`src/rtl/mrr_pkg.sv`:
```
package mrr_pkg;

   typedef enum logic [2:0] {
      MODE_FETCH_DISCARD  = 3'd0,
      MODE_MOVE           = 3'd1,
      MODE_MOVE_LOAD      = 3'd2,
      MODE_FETCH_SEND     = 3'd3,
      MODE_MOVE_SEND      = 3'd4,
      MODE_FETCH_LOAD     = 3'd5,
      MODE_MOVE_LOAD_PSND = 3'd6,
      MODE_MOVE_LOAD_FSND = 3'd7
   } mrr_mode_e;

   typedef enum logic {
      WB_FROM_RESULT = 1'b0,
      WB_FROM_PARAM  = 1'b1
   } mrr_wb_e;

   typedef enum logic [1:0] {
      SND_FROM_RESULT = 2'd0,
      SND_FROM_PARAM  = 2'd1,
      SND_FROM_FIELD  = 2'd2
   } mrr_snd_e;

   typedef struct packed {
      logic     fetch;
      mrr_wb_e  wb_sel;
      logic     load;
      logic     send;
      mrr_snd_e snd_sel;
   } mrr_ctrl_t;

endpackage

```
`src/rtl/mrr_decode.sv`:
```
module mrr_decode
   import mrr_pkg::*;
(
   input  logic [2:0] mode,
   output mrr_ctrl_t  ctrl
);

   always_comb begin
      ctrl = '{fetch: 1'b0, wb_sel: WB_FROM_RESULT, load: 1'b0,
               send: 1'b0, snd_sel: SND_FROM_RESULT};
      unique case (mrr_mode_e'(mode))
         MODE_FETCH_DISCARD: begin
            ctrl.fetch  = 1'b1;
            ctrl.wb_sel = WB_FROM_PARAM;
         end
         MODE_MOVE: ;
         MODE_MOVE_LOAD: ctrl.load = 1'b1;
         MODE_FETCH_SEND: begin
            ctrl.fetch  = 1'b1;
            ctrl.wb_sel = WB_FROM_PARAM;
            ctrl.send   = 1'b1;
         end
         MODE_MOVE_SEND: ctrl.send = 1'b1;
         MODE_FETCH_LOAD: begin
            ctrl.fetch  = 1'b1;
            ctrl.wb_sel = WB_FROM_PARAM;
            ctrl.load   = 1'b1;
         end
         MODE_MOVE_LOAD_PSND: begin
            ctrl.load    = 1'b1;
            ctrl.fetch   = 1'b1;
            ctrl.send    = 1'b1;
            ctrl.snd_sel = SND_FROM_PARAM;
         end
         MODE_MOVE_LOAD_FSND: begin
            ctrl.load    = 1'b1;
            ctrl.send    = 1'b1;
            ctrl.snd_sel = SND_FROM_FIELD;
         end
         default: ;
      endcase
   end

endmodule

```
`src/rtl/mrr_join.sv`:
```
module mrr_join (
   input  logic clk,
   input  logic rst_n,
   input  logic op_valid,
   input  logic need_fetch,
   input  logic need_send,
   input  logic prm_valid,
   input  logic snd_ready,
   output logic commit,
   output logic prm_pop,
   output logic snd_valid
);

   logic fetch_ok;
   logic send_ok;

   assign fetch_ok  = !need_fetch || prm_valid;
   assign send_ok   = !need_send  || snd_ready;
   assign commit    = op_valid && fetch_ok && send_ok;
   assign prm_pop   = commit && need_fetch;
   assign snd_valid = op_valid && need_send && fetch_ok;


   pop_needs_word_chk: assert property (@(posedge clk) disable iff (!rst_n)
      prm_pop |-> prm_valid);


   send_needs_ready_chk: assert property (@(posedge clk) disable iff (!rst_n)
      (snd_valid && !snd_ready) |-> !commit);


   idle_quiet_chk: assert property (@(posedge clk) disable iff (!rst_n)
      !op_valid |-> (!commit && !prm_pop && !snd_valid));

endmodule

```
`src/rtl/mrr_method_reg.sv`:
```
module mrr_method_reg #(
   parameter int MADDR_W = 12,
   parameter int INC_W   = 6,
   localparam int MREG_W = MADDR_W + INC_W
) (
   input  logic              clk,
   input  logic              rst_n,
   input  logic              commit,
   input  logic              load,
   input  logic [MREG_W-1:0] load_val,
   input  logic              advance,
   output logic [MREG_W-1:0] eff
);

   logic [MREG_W-1:0]  cur_q;
   logic [MADDR_W-1:0] eff_addr;
   logic [INC_W-1:0]   eff_inc;
   logic [MADDR_W-1:0] next_addr;

   assign eff       = load ? load_val : cur_q;
   assign eff_addr  = eff[MADDR_W-1:0];
   assign eff_inc   = eff[MREG_W-1:MADDR_W];
   assign next_addr = eff_addr + MADDR_W'(eff_inc);

   always_ff @(posedge clk or negedge rst_n) begin
      if (!rst_n) begin
         cur_q <= '0;
      end else if (commit) begin
         if (advance)   cur_q <= {eff_inc, next_addr};
         else if (load) cur_q <= load_val;
      end
   end


   hold_when_idle_chk: assert property (@(posedge clk) disable iff (!rst_n)
      !commit |=> $stable(cur_q));


   stride_step_chk: assert property (@(posedge clk) disable iff (!rst_n)
      (commit && advance && !load) |=>
         (cur_q[MADDR_W-1:0] == MADDR_W'($past(cur_q[MADDR_W-1:0]) +
                                          MADDR_W'($past(cur_q[MREG_W-1:MADDR_W])))
          && $stable(cur_q[MREG_W-1:MADDR_W])));

endmodule

```
`src/rtl/macro_result_router.sv`:
```
module macro_result_router
   import mrr_pkg::*;
#(
   parameter int DATA_W        = 32,
   parameter int REG_AW        = 3,
   parameter int MADDR_W       = 12,
   parameter int INC_W         = 6,
   parameter bit ZERO_REG_SINK = 1'b1,
   localparam int MREG_W       = MADDR_W + INC_W
) (
   input  logic              clk,
   input  logic              rst_n,
   input  logic              op_valid,
   input  logic [2:0]        op_mode,
   input  logic [DATA_W-1:0] op_result,
   input  logic [REG_AW-1:0] op_dst,
   output logic              op_ready,
   input  logic              prm_valid,
   input  logic [DATA_W-1:0] prm_data,
   output logic              prm_pop,
   output logic              rf_we,
   output logic [REG_AW-1:0] rf_addr,
   output logic [DATA_W-1:0] rf_data,
   output logic              snd_valid,
   input  logic              snd_ready,
   output logic [MADDR_W-1:0] snd_addr,
   output logic [DATA_W-1:0] snd_data
);

   if (DATA_W < MREG_W) begin : g_bad_data_w
      $error("DATA_W must hold the whole method-address register");
   end
   if (MADDR_W < 1 || INC_W < 1 || REG_AW < 1) begin : g_bad_field_w
      $error("field widths must be positive");
   end

   mrr_ctrl_t         ctrl;
   logic              commit;
   logic [MREG_W-1:0] eff;
   logic [DATA_W-1:0] field_word;

   mrr_decode i_decode (
      .mode (op_mode),
      .ctrl (ctrl)
   );

   mrr_join i_join (
      .clk        (clk),
      .rst_n      (rst_n),
      .op_valid   (op_valid),
      .need_fetch (ctrl.fetch),
      .need_send  (ctrl.send),
      .prm_valid  (prm_valid),
      .snd_ready  (snd_ready),
      .commit     (commit),
      .prm_pop    (prm_pop),
      .snd_valid  (snd_valid)
   );

   mrr_method_reg #(
      .MADDR_W (MADDR_W),
      .INC_W   (INC_W)
   ) i_mreg (
      .clk      (clk),
      .rst_n    (rst_n),
      .commit   (commit),
      .load     (ctrl.load),
      .load_val (op_result[MREG_W-1:0]),
      .advance  (ctrl.send),
      .eff      (eff)
   );

   assign op_ready   = commit;
   assign field_word = DATA_W'(op_result[MREG_W-1:MADDR_W]);

   assign rf_addr = op_dst;
   assign rf_data = (ctrl.wb_sel == WB_FROM_PARAM) ? prm_data : op_result;

   if (ZERO_REG_SINK) begin : g_zero_sink
      assign rf_we = commit && (op_dst != '0);
   end else begin : g_zero_plain
      assign rf_we = commit;
   end

   assign snd_addr = eff[MADDR_W-1:0];

   always_comb begin
      unique case (ctrl.snd_sel)
         SND_FROM_PARAM: snd_data = prm_data;
         SND_FROM_FIELD: snd_data = field_word;
         default:        snd_data = op_result;
      endcase
   end


   zero_reg_write_chk: assert property (@(posedge clk) disable iff (!rst_n)
      rf_we |-> (!ZERO_REG_SINK || rf_addr != '0));


   write_needs_commit_chk: assert property (@(posedge clk) disable iff (!rst_n)
      rf_we |-> op_ready);


   stall_no_pop_chk: assert property (@(posedge clk) disable iff (!rst_n)
      (snd_valid && !snd_ready) |-> (!prm_pop && !rf_we));

endmodule

```
`config.mk`:
```
export PLATFORM = sky130hd
export DESIGN_NAME = macro_result_router
export DESIGN_NICKNAME = d
export VERILOG_FILES = /design/src/rtl/mrr_pkg.sv /design/src/rtl/mrr_decode.sv /design/src/rtl/mrr_join.sv /design/src/rtl/mrr_method_reg.sv /design/src/rtl/macro_result_router.sv
export SDC_FILE = /design/constraint.sdc
export NUM_CORES = 1
export LEC_CHECK = 0
export ABC_AREA = 1
export ABC_CLOCK_PERIOD_IN_PS = 1700
export BUFFER_PORTS_ARGS = -buffer_cell sky130_fd_sc_hd__buf_2
export CORE_ASPECT_RATIO = 1.2
export CORE_MARGIN = 1
export CORE_UTILIZATION = 40
export DETAILED_ROUTE_END_ITERATION = 8
export PLACE_DENSITY_LB_ADDON = 0.2
export SLEW_MARGIN = 20
export SYNTH_ARGS = -nofsm -noshare
export SYNTH_HDL_FRONTEND = slang
export SYNTH_SLANG_ARGS = --single-unit
```
`constraint.sdc`:
```
create_clock -name clk -period 1.7 [get_ports clk]
set_input_delay 0.17 -clock clk [delete_from_list [all_inputs] [get_ports clk]]
set_output_delay 0.17 -clock clk [all_outputs]
set_load 0.03 [all_outputs]
```
==> run_results.csv <==
group,metric,value,unit
route,post-route-drc-count,0,
worst_setup_path,cp_num_cells,16,
place,dp.cells,716,
synth,synth.area.top_cells,"nand2_1, dfrtp_1, o21ai_0, inv_1, buf_4",
floorplanning,core,0.00605,mm2
global_route,grt_pass1_vias,3189,
power,p_leak,2.65,nW
run,drv_cap,0,
worst_setup_path,regToRegEndpoint,"i_mreg.cur_q[8]",
route,dr.pass1.iters,5,
floorplanning,dieArea,0.00657,mm2
synth,ys_seq_area_share,18.0,%
finish,stdcell_count,745,
worst_setup_path,end_kind,"flip-flop",
synth,synthXorXnorAreaFrac,0.350,%
global_route,grt_max_degree,37,
clocking,clk_pin_slew_worst_paths,70,ps
worst_setup_path,cp.arrival,2040,ps
floorplanning,die_width,74.2,um
synth,syn_nets,525,
worst_setup_path,path_class,"reg2reg",
finish,mostFrequentLayoutCells,"nand2_1, buf_2, buf_4",
finish,nNetsFinal,746,
worst_setup_path,cp_num_buf_inv,0,
clocking,clock_latency,260,ps
synth,synth_cells,442,
worst_setup_path,critPathRequiredTime,1850,ps
worst_setup_path,path_common_cell,"nand2_1",
sta,worst_pin_slew,466,ps
sta,finalHoldViolCount,0,
worst_setup_path,crit_chain,"nor2_4 > a21oi_2 > ha_2 > fa_2 > nand2_2 > nand2_1 > nand2_1 > nand2_2 > nand2_2 > nand2_1 > nand2_1 > nand2_1 > nand2_1 > nand2_1 > nand2_1 > nand2_1",
synth,synth_top_area_share,22.2,%
finish,seq_area,450,um2
route,antenna_left,0,
worst_setup_path,r2r-start,"i_mreg.cur_q[0]",
synth,synth-seq-cells,18,
worst_setup_path,worstRegToRegCells,16,
sta,final.min_clock_period,1890,ps
synth,synth_top_family_by_area,"simple AND/OR/NAND/NOR gates",
synth,syn-cell-area,0.00250,mm2
global_route,grtUsageTotal,28.9,%
clocking,numCtsBuffers,3,
finish,final_common_cell,"nand2_1",
route,drt_iter0_drc,288,
sta,max_slew_margin,68.9,%
sta,fmax,528,MHz
sta,fin_skew,8.65,ps
synth,muxShareOfSynthArea,0,%
floorplanning,placement_rows,31,
worst_setup_path,cp_max_fo,4,
worst_setup_path,critical_path.slowest_cell,"dfrtp_1",
worst_setup_path,crit_start,"i_mreg.cur_q[0]",
synth,syn_avg_cell_area,5.66,um2
route,wirelength,13300,um
power,vdd_drop_max,0.000647,V
place,numPortBuffers,157,
route,wl_per_cell,17.8,um
clocking,cts_tree,"yes",
synth,synth.distinct_cells,35,
run_status,violations,"setup timing",
synth,yosys_warnings,0,
synth,synthAdderAreaFrac,4.30,%
worst_setup_path,start_kind,"flip-flop",
place,routabilityCongestion,0.978,
floorplanning,ioPinCount,158,
finish,layout-drive-gt1-share,56.2,%
finish,top_regs,"i_mreg.cur_q x18",
place,dpl.hpwl,7490,um
clocking,htreeDepth,1,
clocking,clock_path_buffers,2,
synth,yosysTopAreaCell,"nand2_1",
global_route,grt_pass1_wl,14500,um
worst_setup_path,max_stage_delay,420,ps
global_route,grt.overflow.total,0,
route,post_drt_via_cell_ratio,5.52,
route,vias,4114,
finish,multiInputGateArea,0.00207,mm2
run_status,status,"finished with violations",
finish,largest_register_ffs,18,
worst_setup_path,endpoint,"i_mreg.cur_q[8]",
sta,worst_slack,-193,ps
clocking,clock_sinks,18,
worst_setup_path,worst-r2r-setup-slack,-190,ps
sta,finalSetupViolations,31,
sta,finalCritPeriodShare,111,%
synth,synthSimpleGateAreaFrac,34.7,%
min_path,hp-class,"in2reg",
global_route,antenna_found_initial,1,
synth,synth_compound_area_share,23.1,%
finish,area_growth,97.6,%
sta,fin_setup_tns,-2590,ps
power,p_per_area,730,mW/mm2
finish,nFillCells,366,
finish,regMostFlops,"i_mreg.cur_q",
sta,rsz0062_at_grt,"yes",
worst_setup_path,cp_top_family,"simple AND/OR/NAND/NOR gates",
floorplanning,fp.dieH,88.6,um
sta,slew_viol_final,0,
clocking,clock-root-buffer,"clkbuf_8",
floorplanning,start_util,41.3,%
==> area by class of cell <==
type                    count  share of cell area [%]
repair buffers            249                    39.6
clock buffers               4                    1.11
diodes                      1                  0.0506
flip-flops and latches     18                    9.12
inverters                  72                    6.13
multi-input cells         319                    41.9
well taps                  82                    2.08
==> kinds of logic (layout without fill, tap and decap cells) <==
kind of cell	after synthesis	in the layout
simple gates	205	206
other cells	0	1
fa+ha+maj	8	8
compound gates	104	104
xor+xnor	1	1
flops	18	18
buf+inv	106	325
==> per-layer routing <==
layer  global-route usage, %  wire (um)
met1                    34.4       4680
met2                    53.1       6460
met3                    3.87       1360
met4                    8.57        759
met5                       0          0
==> worst min-delay path, cell delays in order <==
cell and delay [ps]:
buf_2 100, nand2_1 60, o21ai_2 70, nand2_1 50
o21ai_0 60
==> worst min path at each step <==
stage,depth (start not counted),start,to
after detailed placement,1,rst_n,i_mreg.cur_q[9]
final,5,op_result[12],i_mreg.cur_q[12]
after floorplan,0,rst_n,i_mreg.cur_q[0]
after global placement,1,rst_n,i_mreg.cur_q[6]
after global routing,5,op_result[12],i_mreg.cur_q[12]
after CTS,5,op_result[12],i_mreg.cur_q[12]
==> where the power goes <==
| part | total (mW) | switching, mW | internal [mW] |
|---|---|---|---|
| Clock | 0.373 | 0.167 | 0.206 |
| Combinational | 2.62 | 1.54 | 1.09 |
| Sequential | 0.609 | 0.0649 | 0.544 |
| Total | 3.61 | 1.77 | 1.84 |
==> what timing repair did <==
| item | 4_1_cts | 5_1_grt |
|---|---|---|
| resized for setup | 99 | 151 |
| hold buffers | 1 | 0 |
| pin swaps | 17 | 20 |
| endpoints found under the hold margin | 18 | 0 |
| cloned | 2 | 5 |
| setup buffers | 8 | 11 |
| setup endpoints to repair | 73 | 70 |
==> through the flow <==
step | worst slack [ps] | cell area, um2 | util (%) | hold slack, ps | total power [mW]
detailed placement | -565 | 3890 | 64.3 | 151 | 2.69
global route | -338 | 4940 | 81.7 | 335 | 3.81
floorplan | -273 | 2630 | - | -126 | 1.97
CTS | -184 | 4360 | 72.0 | 284 | 3.24
finish | -193 | 4940 | 81.7 | 297 | 3.61
global placement | -472 | 3890 | 64.3 | 137 | 2.66
==> synthesized netlist by cell type <==
library cell  number
nand3_2            1
buf_2              2
o21ai_4            1
nand3b_4           1
o21ai_1            3
inv_1             68
a22oi_1            1
inv_2              3
nand2_1          148
o21ai_2            1
nand3_1           22
clkbuf_1          13
nor3_2             1
buf_6              4
or2_1              1
a21boi_0           1
nand2_2            6
ha_1               7
o31ai_1            2
dfrtp_1           18
a21oi_2            2
o21ai_0           76
fa_1               1
nor3_1             1
o22ai_1            1
inv_4              1
o211ai_1           7
nand4_1            2
o21a_1             2
nor2_1            19
xnor2_1            1
nor2_2             1
nand2_4            2
a21oi_1            7
buf_4             15
Power figures use the tool's default switching activity.
